**config.mk**
```make
export PLATFORM = sky130hd
export DESIGN_NAME = tmr16_multi
export DESIGN_NICKNAME = d
export VERILOG_FILES = /design/src/rtl/tmr16_pkg.sv /design/src/rtl/tmr16_pin_sync.sv /design/src/rtl/tmr16_core.sv /design/src/rtl/tmr16_capture.sv /design/src/rtl/tmr16_multi.sv
export SDC_FILE = /design/constraint.sdc
export NUM_CORES = 1
export LEC_CHECK = 0
export CAP_MARGIN = 0
export CORE_MARGIN = 2
export CORE_UTILIZATION = 38
export DETAILED_ROUTE_END_ITERATION = 8
export GPL_TIMING_DRIVEN = 1
export HOLD_SLACK_MARGIN = 0.02
export PLACE_DENSITY = 0.78
export SLEW_MARGIN = 25
export SYNTH_ARGS = -nofsm -noshare
export SYNTH_HDL_FRONTEND = slang
export SYNTH_SLANG_ARGS = --single-unit
```
**constraint.sdc**
```tcl
create_clock -name clk -period 1.9 [get_ports clk]
set_input_delay 0.19 -clock clk [delete_from_list [all_inputs] [get_ports clk]]
set_output_delay 0.19 -clock clk [all_outputs]
set_load 0.01 [all_outputs]
```
**src/rtl/tmr16_pkg.sv**
```systemverilog
package tmr16_pkg;
   localparam int MODE_W = 3;

   typedef enum logic [MODE_W-1:0] {
      MD_FREE = 3'd0,
      MD_TRIG = 3'd1,
      MD_WIN  = 3'd2,
      MD_MEAS = 3'd3,
      MD_PPG  = 3'd4
   } tmr_mode_e;
endpackage

```
**src/rtl/tmr16_pin_sync.sv**
```systemverilog
module tmr16_pin_sync #(
   parameter int STAGES = 2
) (
   input  logic clk,
   input  logic rst_n,
   input  logic pin_async,
   input  logic fall_sel,
   output logic lvl,
   output logic go_edge,
   output logic end_edge
);
   localparam int TOP = STAGES - 1;

   if (STAGES < 2) begin : g_bad_stages
      $error("tmr16_pin_sync: STAGES must be at least 2");
   end

   logic [TOP:0] chain;
   logic         last;
   logic         rise, fall;

   for (genvar i = 0; i < STAGES; i++) begin : g_stage
      if (i == 0) begin : g_head
         always_ff @(posedge clk or negedge rst_n)
            if (!rst_n) chain[0] <= 1'b0;
            else        chain[0] <= pin_async;
      end else begin : g_tail
         always_ff @(posedge clk or negedge rst_n)
            if (!rst_n) chain[i] <= 1'b0;
            else        chain[i] <= chain[i-1];
      end
   end

   always_ff @(posedge clk or negedge rst_n)
      if (!rst_n) last <= 1'b0;
      else        last <= chain[TOP];

   assign lvl      = chain[TOP];
   assign rise     = chain[TOP] & ~last;
   assign fall     = ~chain[TOP] & last;
   assign go_edge  = fall_sel ? fall : rise;
   assign end_edge = fall_sel ? rise : fall;

   AST_EDGE_SPACED: assert property (@(posedge clk) disable iff (!rst_n)
      go_edge |=> !go_edge);
endmodule

```
**src/rtl/tmr16_core.sv**
```systemverilog
module tmr16_core
   import tmr16_pkg::*;
#(
   parameter int WIDTH = 16
) (
   input  logic              clk,
   input  logic              rst_n,
   input  logic              src_en,
   input  logic              start,
   input  logic [MODE_W-1:0] mode,
   input  logic              lvl,
   input  logic              go_edge,
   input  logic              end_edge,
   input  logic [WIDTH-1:0]  cmp_a,
   input  logic [WIDTH-1:0]  cmp_b,
   input  logic              idle_lvl,
   output logic [WIDTH-1:0]  cnt,
   output logic              irq,
   output logic              ppg,
   output logic              meas_cap
);
   logic [MODE_W-1:0] mode_q;
   logic              armed;
   logic              run_ok;
   logic              a_hit, b_hit;
   logic [WIDTH-1:0]  cnt_step;

   assign run_ok   = start && (mode == mode_q);
   assign a_hit    = (cnt == cmp_a);
   assign b_hit    = (cnt == cmp_b);
   assign cnt_step = a_hit ? '0 : cnt + 1'b1;
   assign meas_cap = run_ok && (mode == MD_MEAS) && armed && end_edge;

   always_ff @(posedge clk or negedge rst_n)
      if (!rst_n) mode_q <= '0;
      else        mode_q <= mode;

   always_ff @(posedge clk or negedge rst_n) begin
      if (!rst_n) begin
         cnt   <= '0;
         armed <= 1'b0;
         irq   <= 1'b0;
         ppg   <= 1'b0;
      end else begin
         irq <= 1'b0;
         if (!run_ok) begin
            cnt   <= '0;
            armed <= 1'b0;
            ppg   <= idle_lvl;
         end else begin
            case (mode)
               MD_FREE, MD_WIN: begin
                  if (src_en && ((mode == MD_FREE) || lvl)) begin
                     cnt <= cnt_step;
                     irq <= a_hit;
                  end
               end
               MD_TRIG, MD_PPG: begin
                  if (!armed) begin
                     armed <= go_edge;
                  end else if (src_en) begin
                     cnt <= cnt_step;
                     irq <= a_hit;
                     if (mode == MD_PPG) ppg <= ppg ^ a_hit ^ b_hit;
                  end
               end
               MD_MEAS: begin
                  if (!armed) begin
                     armed <= go_edge;
                  end else if (end_edge) begin
                     cnt   <= '0;
                     armed <= 1'b0;
                     irq   <= 1'b1;
                  end else if (src_en) begin
                     cnt <= cnt + 1'b1;
                  end
               end
               default: begin
                  cnt   <= '0;
                  armed <= 1'b0;
               end
            endcase
         end
      end
   end

   AST_HOLD_NO_ENABLE: assert property (@(posedge clk) disable iff (!rst_n)
      (run_ok && !src_en && !meas_cap) |=> (cnt == $past(cnt)));
   AST_WIN_GATE: assert property (@(posedge clk) disable iff (!rst_n)
      (run_ok && (mode == MD_WIN) && !lvl) |=> (cnt == $past(cnt)));
   AST_STOP_CLEAR: assert property (@(posedge clk) disable iff (!rst_n)
      !start |=> ((cnt == '0) && (ppg == $past(idle_lvl))));
   AST_IRQ_CAUSE: assert property (@(posedge clk) disable iff (!rst_n)
      irq |-> ($past(src_en) || $past(meas_cap)));
endmodule

```
**src/rtl/tmr16_capture.sv**
```systemverilog
module tmr16_capture #(
   parameter int WIDTH = 16
) (
   input  logic             clk,
   input  logic             rst_n,
   input  logic             src_en,
   input  logic             cap_req,
   input  logic             meas_cap,
   input  logic [WIDTH-1:0] cnt,
   input  logic             load,
   input  logic [WIDTH-1:0] load_val,
   output logic [WIDTH-1:0] reg_b
);
   logic pend;

   always_ff @(posedge clk or negedge rst_n)
      if (!rst_n) pend <= 1'b0;
      else        pend <= cap_req | (pend & ~src_en);

   always_ff @(posedge clk or negedge rst_n) begin
      if (!rst_n)               reg_b <= '0;
      else if (load)            reg_b <= load_val;
      else if (meas_cap)        reg_b <= cnt;
      else if (pend && src_en)  reg_b <= cnt;
   end

   AST_B_SOURCE: assert property (@(posedge clk) disable iff (!rst_n)
      !$stable(reg_b) |-> $past(src_en || meas_cap || load));
endmodule

```
**src/rtl/tmr16_multi.sv**
```systemverilog
module tmr16_multi
   import tmr16_pkg::*;
#(
   parameter int WIDTH       = 16,
   parameter int SYNC_STAGES = 2
) (
   input  logic              clk,
   input  logic              rst_n,
   input  logic              src_en,
   input  logic              pin_in,
   input  logic [MODE_W-1:0] mode_sel,
   input  logic              edge_fall,
   input  logic              start,
   input  logic              cap_req,
   input  logic              idle_lvl,
   input  logic [WIDTH-1:0]  cmp_a,
   input  logic              b_load,
   input  logic [WIDTH-1:0]  b_load_val,
   output logic              irq,
   output logic              ppg_out,
   output logic [WIDTH-1:0]  reg_b
);
   if (WIDTH < 2) begin : g_bad_width
      $error("tmr16_multi: WIDTH must be at least 2");
   end

   logic             lvl, go_edge, end_edge, meas_cap;
   logic [WIDTH-1:0] cnt;

   tmr16_pin_sync #(.STAGES(SYNC_STAGES)) u_sync (
      .clk      (clk),
      .rst_n    (rst_n),
      .pin_async(pin_in),
      .fall_sel (edge_fall),
      .lvl      (lvl),
      .go_edge  (go_edge),
      .end_edge (end_edge)
   );

   tmr16_core #(.WIDTH(WIDTH)) u_core (
      .clk     (clk),
      .rst_n   (rst_n),
      .src_en  (src_en),
      .start   (start),
      .mode    (mode_sel),
      .lvl     (lvl),
      .go_edge (go_edge),
      .end_edge(end_edge),
      .cmp_a   (cmp_a),
      .cmp_b   (reg_b),
      .idle_lvl(idle_lvl),
      .cnt     (cnt),
      .irq     (irq),
      .ppg     (ppg_out),
      .meas_cap(meas_cap)
   );

   tmr16_capture #(.WIDTH(WIDTH)) u_cap (
      .clk     (clk),
      .rst_n   (rst_n),
      .src_en  (src_en),
      .cap_req (cap_req),
      .meas_cap(meas_cap),
      .cnt     (cnt),
      .load    (b_load),
      .load_val(b_load_val),
      .reg_b   (reg_b)
   );
endmodule

```
==> summary.txt, run 1 <==
Drt
  • Vias/cell: 5.91
  • Total Wirelength: 9630 um
  • Iter 0 DRT Violations: 281
  • Vias: 2841
  • Initial DRT Pass Iterations: 7
  • Antenna Nets Post-Route: 0
  • Wirelength per Cell: 20.0 um
  • Residual DRC count: 1

Clock network
  • Worst-Skew Late Latency: 0.30 ns
  • Clk slew on worst S/H paths: 0.09 ns
  • CTS Root Cell: clkbuf_8
  • CTS Buf Count: 5
  • Max clock buf depth: 2
  • H-Tree Depth: 2
  • CTS sink cnt: 42
  • CTS tree: done

Placement
  • Dpl cell area: 3630 sq um
  • Port Buffers: 61
  • Hpwl dp: 5910 um
  • Final GP Congestion: 1.01
  • Pre-CTS WS: -0.388 ns

GRT
  • Largest net degree at the start of global routing: 33
  • GRT Total Usage: 23.2%
  • Number of global-route vias before repair: 2692
  • Global route overflow: 0
  • Antenna violations before repair: 0
  • First-pass GRT wire length: 13400 um

Outcome
  • Status: finished with violations
  • Failing checks: design-rule violations, negative setup slack

Critical path
  • Cell mode on critical path: buf_4
  • R2r endpoint: u_core.ppg
  • Slowest CP cell: dfrtp_1
  • CP endpoint kind: register
  • Req. time, crit path: 2.13 ns
  • Crit path cell chain: buf_6, buf_4, xnor2_1, nand4_1, nor4_1, buf_4, xnor2_2, or3_1, a31oi_1
  • CP top delay family: simple AND/OR/NAND/NOR gates
  • Worst Path Arrival: 2.37 ns
  • RR Startpoint: u_core.cnt[1]
  • R2r setup slk: -0.24 ns
  • R2R depth: 9
  • Crit Path Category: register to register
  • CP Max Fanout: 3
  • CP startpoint kind: register
  • CP max stage delay: 0.43 ns
  • Worst Path Buf+Inv: 3

Worst hold path
  • Hold_sp: pin_in
  • Hold Crit Class: input port to register
  • WHS Endpoint: u_sync.chain[0]
  • Hold path depth: 1

Die
  • Die extent in x: 85.8 um
  • FP Rows: 29
  • Starting density of the core: 39.5%
  • Die H: 85.8 um
  • Die ar.: 7350 sq um
  • Boundary pin count: 62
  • Core Region: 6420 sq um

Final layout
  • Area added between synthesis and finish: 70.7%
  • Fin util: 67.5%
  • Post-route cell area: 4340 sq um
  • Antenna diodes: 0
  • Final #Nets: 448
  • Layout cell share with drive strength beyond 1: 39.4%

Logic synthesis
  • Most frequent cell after synthesis: dfrtp_1
  • Synthesis Warnings: 0
  • Synth top area share: 41.4%
  • Register area share after synthesis: 41.4%
  • Cell taking the most area after synthesis: dfrtp_1
  • Async set-reset flop share out of synthesis: 100%
  • Synthesized Nets: 323
  • Distinct cell type count after synthesis: 38
  • Number of synthesized flops with an enable pin: 0
  • Dominant cells by area after synthesis: dfrtp_1 (41%), xnor2_1 (12%), mux2i_1 (6.7%), nand4_1 (6.4%), a21oi_1 (5.7%)
  • #FFs+latches synth: 42
  • Mean post-synth cell area: 9.14 sq um
  • Gate Count Post-Synth: 278
  • Synth top cells by count: dfrtp_1 (42), xnor2_1 (36), a21oi_1 (29), nand4_1 (26), nor2_1 (24)
  • Synth Cell Area: 2540 sq um
  • Top FF cell, synth: dfrtp_1

STA
  • Min Tclk post-route: 2.14 ns
  • Unrepaired setup endpoints after global routing: true
  • Final setup violation count: 32
  • Clk_skew: 0.00639 ns
  • Fin. max-slew vios: 0
  • Slew HR: 65.8%
  • Worst-case hold slack: 0.334 ns
  • Setup Total Neg Slack: -2.36 ns
  • Tcrit/Tclk final: 113%
  • Slew @ Worst Pin: 0.513 ns
  • Max Freq: 0.467 GHz
  • Setup ws final: -0.241 ns
  • Hold Fails Final Rpt: 0

Flow run
  • Max-cap violations: 0

Power
  • Pwr Density: 549 nW/um^2
  • Leak pwr: 1.76 nW
  • IR Drop Worst-Case VDD: 0.431 mV
## layout make-up
cell class | instances | area, sq um
repair buffers | 141 | 1290
fillers | 430 | 2090
clock inverters | 2 | 37.5
inverters | 5 | 18.8
clock buffers | 6 | 72.6
multi-input cells | 208 | 1760
well taps | 77 | 96.3
flip-flops and latches | 42 | 1050
## worst max path at each step
| stage | slack [ns] | cells past startpoint | from | to |
|---|---|---|---|---|
| after CTS | -0.06 | 8 | u_core.cnt[10] | u_core.cnt[14] |
| after global routing | -0.30 | 8 | u_core.cnt[14] | u_core.ppg |
| after floorplan | -0.0009 | 6 | u_sync.lvl | u_core.cnt[11] |
| final | -0.24 | 9 | u_core.cnt[1] | u_core.ppg |
| after detailed placement | -0.39 | 7 | edge_fall | u_core.cnt[11] |
| after global placement | -0.29 | 7 | edge_fall | u_core.cnt[12] |
## kinds of logic (layout without fill, tap and decap cells)
| group | count (synthesis) | after routing | synth area share [%] |
|---|---|---|---|
| multiplexers | 17 | 17 | 6.70 |
| AO/OA/AOI/OAI | 62 | 62 | 14.8 |
| AND/OR/NAND/NOR | 92 | 92 | 19.6 |
| XOR/XNOR | 36 | 36 | 12.4 |
| adder cells (fa/ha/maj) | 1 | 1 | 0.493 |
| flip-flops | 42 | 42 | 41.4 |
| buffers and inverters | 28 | 154 | 4.63 |
## metrics by stage
step | std cells | power (mW)
3_3_place_gp | 451 | 1.49
3_5_place_dp | 451 | 1.50
4_1_cts | 471 | 2.26
5_1_grt | 481 | 2.45
2_1_floorplan | 278 | 1.20
6_report | 481 | 2.38
## layer usage
layer | vias to the layer above | global-route usage (%) | share of wire (%)
met5 | - | 0 | 0
met4 | 0 | 7.79 | 3.3
met3 | 45 | 3.75 | 6.3
met2 | 173 | 40.1 | 51
met1 | 1374 | 29.7 | 40
li1 | 1249 | - | -
## where the power goes
| part | switching, mW | leakage [nW] | internal [mW] |
|---|---|---|---|
| registers | 0.0638 | 0.533 | 0.939 |
| clock network | 0.334 | 0.0514 | 0.393 |
| logic | 0.295 | 1.18 | 0.356 |
## worst register-to-register path, delay by kind of cell, from the launching register on
| family | cells | cell delay, ns |
|---|---|---|
| and+or+nand+nor | 3 | 0.80 |
| AOI/OAI and AO/OA | 1 | 0.13 |
| buffers and inverters | 3 | 0.49 |
| DFF | 1 | 0.43 |
| xor gates and xnor gates | 2 | 0.23 |
## timing repair
action / 4_1_cts / 5_1_grt
buffers inserted: 10 / 7
endpoints found under the setup margin: 17 / 33
resized for setup: 18 / 82
pin swaps: 23 / 16
hold buffers: 1 / 0
cloned: 1 / 4
hold endpoints to repair: 18 / 0
## registers in the layout, summed over array words and instances (netlist names)
register and count:
u_core.mode_q 3, u_core.ppg 1, u_sync.lvl 1, u_core.irq 1, u_cap.pend 1, u_core.armed 1, u_core.cnt 16, u_sync.chain 1
u_cap.reg_b 16, u_sync.last 1
## cells in the final DEF, fill, tap and decap left out, drive strengths merged, types with 5 or more instances in the layout
master         instances
inv                    5
clkbuf                 9
nand3                 10
o31ai                  9
a21oi                 29
or3                    5
buf                   77
o21ai                 13
nand2                 11
dfrtp                 42
xnor2                 36
nand4                 26
clkdlybuf4s50         59
mux2i                 17
nor2                  24
Power figures use the tool's default switching activity.
==> run 2, diff against run 1 <==
Settings changed: RECOVER_POWER set to 100.
==> run 2 against run 1 <==
  * The flow finishes with violations (negative setup slack)
  * Worst hold slack improved by 0.020 ns
  * Sequential power about the same
  * Global-route usage unchanged
  * Clock power increased by 0.7%
  * Largest cell class unchanged
==> summary.txt, run 2 (same netlist as run 1, synthesis figures left out) <==
Outcome
  • Status: finished with violations (unchanged)
  • Failing checks: negative setup slack (was design-rule violations, negative setup slack)

GRT
  • Largest net degree at the start of global routing: 33 (unchanged)
  • Number of global-route vias before repair: 2692 (unchanged)
  • GRT Total Usage: 23.2% (unchanged)
  • Global route overflow: 0 (unchanged)
  • Antenna violations before repair: 0 (unchanged)
  • First-pass GRT wire length: 13400 um (unchanged)

Die
  • Die H: 85.8 um (unchanged)
  • Starting density of the core: 39.5% (unchanged)
  • Core Region: 6420 sq um (unchanged)
  • Boundary pin count: 62 (unchanged)
  • Die extent in x: 85.8 um (unchanged)
  • Die ar.: 7350 sq um (unchanged)
  • FP Rows: 29 (unchanged)

Critical path
  • Crit path cell chain: buf_6, buf_4, xnor2_1, nand4_1, nor4_1, buf_4, xnor2_2, or3_1, a31oi_1 (unchanged)
  • Req. time, crit path: 2.13 ns (about the same)
  • RR Startpoint: u_core.cnt[1] (unchanged)
  • Launch point of the worst path: u_core.cnt[1] (unchanged)
  • Worst Path Buf+Inv: 3 (unchanged)
  • Crit Path Category: register to register (unchanged)
  • Worst Path Arrival: 2.37 ns (about the same)
  • Cell mode on critical path: buf_4 (unchanged)
  • Critical path depth in cells: 9 (unchanged)
  • R2r endpoint: u_core.ppg (unchanged)
  • Slowest CP cell: dfrtp_1 (unchanged)
  • CP Max Fanout: 3 (unchanged)
  • R2r setup slk: -0.24 ns (about the same)
  • CP startpoint kind: register (unchanged)
  • CP top delay family: simple AND/OR/NAND/NOR gates (unchanged)
  • CP endpoint kind: register (unchanged)
  • CP max stage delay: 0.43 ns (about the same)
  • R2R depth: 9 (unchanged)

Drt
  • Vias: 2835 (was 2841)
  • Initial DRT Pass Iterations: 8 (was 7)
  • Total Wirelength: 9620 um (was 9630 um)
  • Iter 0 DRT Violations: 313 (was 281)
  • Vias/cell: 5.89 (was 5.91)
  • Residual DRC count: 0 (was 1)
  • Wirelength per Cell: 20.0 um (about the same)
  • Antenna Nets Post-Route: 0 (unchanged)

Clock network
  • Worst-Skew Late Latency: 0.30 ns (about the same)
  • H-Tree Depth: 2 (unchanged)
  • CTS sink cnt: 42 (unchanged)
  • Max clock buf depth: 2 (unchanged)
  • Clk slew on worst S/H paths: 0.09 ns (about the same)
  • CTS Buf Count: 5 (unchanged)
  • CTS Root Cell: clkbuf_8 (unchanged)
  • CTS tree: done (unchanged)

Worst hold path
  • Hold_sp: u_sync.chain[0] (was pin_in)
  • Hold Crit Class: register to register (was input port to register)
  • Hold path depth: 0 (was 1)
  • WHS Endpoint: u_sync.lvl (was u_sync.chain[0])

Flow run
  • Max-cap violations: 0 (unchanged)

STA
  • Final setup violation count: 32 (unchanged)
  • Min Tclk post-route: 2.14 ns (about the same)
  • Slew @ Worst Pin: 0.526 ns (was 0.513 ns)
  • Hold Fails Final Rpt: 0 (unchanged)
  • Max Freq: 0.467 GHz (about the same)
  • Clk_skew: 0.00538 ns (was 0.00639 ns)
  • Setup Total Neg Slack: -3.20 ns (was -2.36 ns)
  • Slew HR: 65.0% (was 65.8%)
  • Tcrit/Tclk final: 113% (about the same)
  • Fin. max-slew vios: 0 (unchanged)
  • Unrepaired setup endpoints after global routing: true (unchanged)
  • Setup ws final: -0.241 ns (about the same)

Final layout
  • Area added between synthesis and finish: 70.5% (was 70.7%)
  • Antenna diodes: 0 (unchanged)
  • Commonest non-fill, non-tap cells in the layout: buf_4 (68), clkdlybuf4s50_1 (58), dfrtp_1 (39), xnor2_1 (31), nand4_1 (26) (was buf_4 (69), clkdlybuf4s50_1 (59), dfrtp_1 (39), xnor2_1 (31), nand4_1 (26))
  • Top flop regs: u_cap.reg_b x16, u_core.cnt x16, u_core.mode_q x3 (unchanged)
  • Most common cell after layout, fill and taps aside: buf_4 (unchanged)
  • Post-route cell area: 4330 sq um (was 4340 sq um)
  • Fin util: 67.4% (was 67.5%)
  • Layout cell share with drive strength beyond 1: 39.1% (was 39.4%)
  • Final #Nets: 448 (unchanged)

Power
  • Pwr Density: 550 nW/um^2 (was 549 nW/um^2)
  • IR Drop Worst-Case VDD: 0.432 mV (was 0.431 mV)
  • Leak pwr: 1.76 nW (about the same)

Placement
  • Hpwl dp: 5910 um (unchanged)
  • Dpl cell area: 3630 sq um (unchanged)
  • Port Buffers: 61 (unchanged)
  • Final GP Congestion: 1.01 (unchanged)
[run 2: where the power goes]
| part | total (mW) | internal (mW) | switching, mW |
|---|---|---|---|
| registers | 1.00 | 0.939 | 0.0637 |
| clock network | 0.731 | 0.393 | 0.338 |
| logic | 0.648 | 0.354 | 0.294 |
| total | 2.38 | 1.69 | 0.696 |
[run 2: worst reg2reg max path: cells and delay by family, from the launching register on]
family | cells | cell delay (ns)
AOI/OAI and AO/OA | 1 | 0.13
and+or+nand+nor | 3 | 0.80
xor gates and xnor gates | 2 | 0.23
DFF | 1 | 0.43
buffers and inverters | 3 | 0.49
[run 2: cell type report]
class | count | area [sq um]
Fill cell | 431 | 2090
Multi-Input combinational cell | 208 | 1760
Timing Repair Buffer | 141 | 1290
Sequential cell | 42 | 1050
Tap cell | 77 | 96.3
Clock buffer | 6 | 72.6
Clock inverter | 2 | 37.5
Inverter | 5 | 18.8
[run 2: worst max-delay path by stage]
stage / endpoint
4_1_cts: u_core.cnt[14]
6_report: u_core.ppg
5_1_grt: u_core.ppg
3_3_place_gp: u_core.cnt[12]
2_1_floorplan: u_core.cnt[11]
3_5_place_dp: u_core.cnt[11]
[run 2: stage by stage]
| stage | setup slack, ns | hold WS [ns] | total power [mW] | cells |
|---|---|---|---|---|
| 5_1_grt | -0.303 | 0.362 | 2.45 | 481 |
| 3_5_place_dp | -0.388 | 0.184 | 1.50 | 451 |
| 6_report | -0.241 | 0.354 | 2.38 | 481 |
| 2_1_floorplan | -0.000926 | -0.106 | 1.20 | 278 |
| 3_3_place_gp | -0.294 | 0.173 | 1.49 | 451 |
| 4_1_cts | -0.0578 | 0.330 | 2.26 | 471 |
[run 2: what timing repair did]
action | in CTS | in global routing
gates cloned | 1 | 4
setup buffers | 10 | 7
pin swaps | 23 | 16
endpoints found under the hold margin | 18 | 0
hold buffers | 1 | 0
setup endpoints to repair | 17 | 33
gates resized for setup | 18 | 82
[run 2: routing by layer]
layer | up-vias | global-route usage [%] | wire length [um]
met1 | 1369 | 29.7 | 3790
met5 | - | 0 | 0
met3 | 43 | 3.75 | 650
met2 | 177 | 40.1 | 4870
li1 | 1246 | - | -
met4 | 0 | 7.79 | 310
==> run 3, diff against run 2 <==
Settings changed: CELL_PAD_IN_SITES_DETAIL_PLACEMENT set to 0, CELL_PAD_IN_SITES_GLOBAL_PLACEMENT set to 2, CORE_UTILIZATION 38 to 27, PLACE_DENSITY 0.78 to 0.88.
==> run 3 against run 2 <==
  * The flow still finishes with violations (negative setup slack)
  * Register-to-register slack improved by 0.12 ns
  * Setup slack improved by 0.12 ns
  * Flip-flop and latch count did not move
  * Global-route usage fell by 6.7 points
  * Worst hold slack got worse by 0.16 ns
  * Highest routed layer unchanged
==> summary.txt, run 3 (same netlist as run 1, synthesis figures left out) <==
Outcome
  • Status: finished with violations (unchanged)
  • Failing checks: negative setup slack (unchanged)

Die
  • FP Rows: 35 (was 29)
  • Die ar.: 10200 sq um (was 7350 sq um)
  • Starting density of the core: 27.6% (was 39.5%)
  • Die H: 101 um (was 85.8 um)
  • Boundary pin count: 62 (unchanged)
  • Die extent in x: 101 um (was 85.8 um)
  • Core Region: 9200 sq um (was 6420 sq um)

GRT
  • First-pass GRT wire length: 13200 um (was 13400 um)
  • Largest net degree at the start of global routing: 43 (was 33)
  • Antenna violations before repair: 0 (unchanged)
  • GR peak layer: met2 (unchanged)
  • Grt met2 use: 27.3% (was 40.1%)
  • Number of global-route vias before repair: 2623 (was 2692)
  • GR Util met3: 2.77% (was 3.75%)
  • Met1 Usage GRT: 21.8% (was 29.7%)
  • GRT Total Usage: 16.5% (was 23.2%)
  • Global route overflow: 0 (unchanged)

Clock network
  • H-Tree Depth: 2 (unchanged)
  • CTS Root Cell: clkbuf_8 (unchanged)
  • CTS sink cnt: 42 (unchanged)
  • Worst-Skew Late Latency: 0.31 ns (was 0.30 ns)
  • CTS tree: done (unchanged)
  • Max clock buf depth: 2 (unchanged)
  • CTS Buf Count: 5 (unchanged)
  • Clk slew on worst S/H paths: 0.09 ns (about the same)

Drt
  • Vias: 2600 (was 2835)
  • Wirelength per Cell: 16.2 um (was 20.0 um)
  • Iter 0 DRT Violations: 107 (was 313)
  • Antenna Nets Post-Route: 0 (unchanged)
  • Vias/cell: 4.93 (was 5.89)
  • Residual DRC count: 0 (unchanged)
  • Initial DRT Pass Iterations: 4 (was 8)
  • Total Wirelength: 8530 um (was 9620 um)

Critical path
  • Slowest CP cell: dfrtp_2 (was dfrtp_1)
  • Req. time, crit path: 2.10 ns (was 2.13 ns)
  • CP Max Fanout: 6 (was 3)
  • Crit Path Category: register to register (unchanged)
  • Launch point of the worst path: u_core.cnt[10] (was u_core.cnt[1])
  • Cell mode on critical path: nand4_1 (was buf_4)
  • CP startpoint kind: register (unchanged)
  • CP endpoint kind: register (unchanged)
  • RR Startpoint: u_core.cnt[10] (was u_core.cnt[1])
  • CP max stage delay: 0.45 ns (was 0.43 ns)
  • Worst Path Arrival: 2.23 ns (was 2.37 ns)
  • Crit path cell chain: xnor2_2, nand4_1, nor4_4, buf_6, o211ai_1, buf_4, nand4_1, o31ai_2 (was buf_6, buf_4, xnor2_1, nand4_1, nor4_1, buf_4, xnor2_2, or3_1, a31oi_1)

STA
  • Unrepaired setup endpoints after global routing: true (unchanged)
  • Setup ws final: -0.126 ns (was -0.241 ns)
  • Final setup violation count: 16 (was 32)
  • Clk_skew: 0.0113 ns (was 0.00538 ns)
  • Hold Fails Final Rpt: 0 (unchanged)
  • Worst-case hold slack: 0.193 ns (was 0.354 ns)
  • Slew HR: 28.3% (was 65.0%)
  • Min Tclk post-route: 2.03 ns (was 2.14 ns)
  • Tcrit/Tclk final: 107% (was 113%)
  • Fin. max-slew vios: 0 (unchanged)
  • Slew @ Worst Pin: 1.08 ns (was 0.526 ns)
  • Max Freq: 0.494 GHz (was 0.467 GHz)

Power
  • Register share of total power: 45.1% (was 42.1%)
  • Logic pwr share: 26.4% (was 27.2%)
  • Net Sw Power: 664 uW (was 696 uW)
  • Leak pwr: 1.84 nW (was 1.76 nW)
  • Clock Power Share: 28.6% (was 30.7%)
  • Power Internal: 1.52 mW (was 1.69 mW)
  • Pwr Density: 508 nW/um^2 (was 550 nW/um^2)
  • IR Drop Worst-Case VDD: 0.223 mV (was 0.432 mV)
  • Sw Share: 30.4% (was 29.2%)

Final layout
  • Layout cell share with drive strength beyond 1: 34.9% (was 39.1%)
  • Commonest non-fill, non-tap cells in the layout: buf_4 (76), clkdlybuf4s50_1 (39), dfrtp_1 (37), a21oi_1 (27), nand4_1 (26) (was buf_4 (68), clkdlybuf4s50_1 (58), dfrtp_1 (39), xnor2_1 (31), nand4_1 (26))
  • Area added between synthesis and finish: 69.4% (was 70.5%)
  • Fill cells: 872 (was 431)
  • Most common cell after layout, fill and taps aside: buf_4 (unchanged)
  • Fin util: 46.8% (was 67.4%)
  • Top flop regs: u_cap.reg_b x16, u_core.cnt x16, u_core.mode_q x3 (unchanged)
  • Post-route insts no fill: 527 (was 481)
  • FF/Latch Area: 1060 sq um (was 1050 sq um)
  • Final #Nets: 460 (was 448)
  • Antenna diodes: 0 (unchanged)
  • Area of the multi-input gates: 1630 sq um (was 1760 sq um)

Worst hold path
  • Hold Crit Class: input port to register (was register to register)
  • Hold_sp: mode_sel[2] (was u_sync.chain[0])

Placement
  • Hpwl dp: 5810 um (was 5910 um)
  • Placed Cells incl. Taps: 493 (was 451)
  • Pre-CTS WS: -0.426 ns (was -0.388 ns)
  • Port Buffers: 61 (unchanged)
  • Final GP Congestion: 0.824 (was 1.01)

Flow run
  • Max-cap violations: 0 (unchanged)
## run 3: final timing paths
check / end / slack [ns] / cells past startpoint
max: u_core.cnt[5] / -0.13 / 8
max reg2reg: u_core.cnt[5] / -0.13 / 8
min reg2reg: u_sync.lvl / 0.36 / 0
min: u_core.mode_q[2] / 0.19 / 2
max in group asynchronous: u_core.cnt[10] / 0.48 / 3
min in group asynchronous: u_core.cnt[1] / 0.69 / 3
## run 3: stage by stage
step | instance area [sq um] | setup TNS, ns | total power [mW]
after CTS | 4010 | -0.481 | 2.15
final | 4300 | -1.33 | 2.18
after detailed placement | 3730 | -9.56 | 1.52
after floorplan | 2560 | -0.00463 | 1.20
after global routing | 4300 | -3.39 | 2.29
after global placement | 3730 | -9.34 | 1.51
## run 3: power by group through the flow
| stage | combinational [mW] | sequential [mW] | clock, mW |
|---|---|---|---|
| detailed placement | 0.522 | 0.996 | 0 |
| CTS | 0.543 | 0.980 | 0.632 |
| finish | 0.576 | 0.984 | 0.624 |
| floorplan | 0.190 | 1.01 | 0 |
| global route | 0.622 | 0.992 | 0.674 |
| global placement | 0.517 | 0.994 | 0 |
## run 3: worst max-delay path, delay by kind of cell (launching register included)
kind            cells  cell delay (ns)
xor+xnor            1             0.19
flops               1             0.45
simple gates        3             0.66
compound gates      2             0.24
buf+inv             2             0.39
## run 3: layout make-up
cell class | count | area share [%]
tap | 111 | 3.23
multi-input combinational | 208 | 37.9
inverter | 5 | 0.436
clock buffer | 5 | 1.60
clock inverter | 3 | 0.494
timing repair buffer | 153 | 31.8
sequential | 42 | 24.6
## run 3: per-layer routing
| layer | up-vias | part of all wire (%) |
|---|---|---|
| met5 | - | 0 |
| met4 | 0 | 2.0 |
| met3 | 13 | 3.4 |
| li1 | 1272 | - |
| met1 | 1265 | 44 |
| met2 | 50 | 50 |
## run 3: repair_timing
action	4_1_cts	5_1_grt
resized for setup	23	34
hold endpoints to repair	42	0
gates cloned	1	3
pin swaps	24	26
setup buffers	13	8
setup endpoints to repair	17	33
hold buffers	1	0
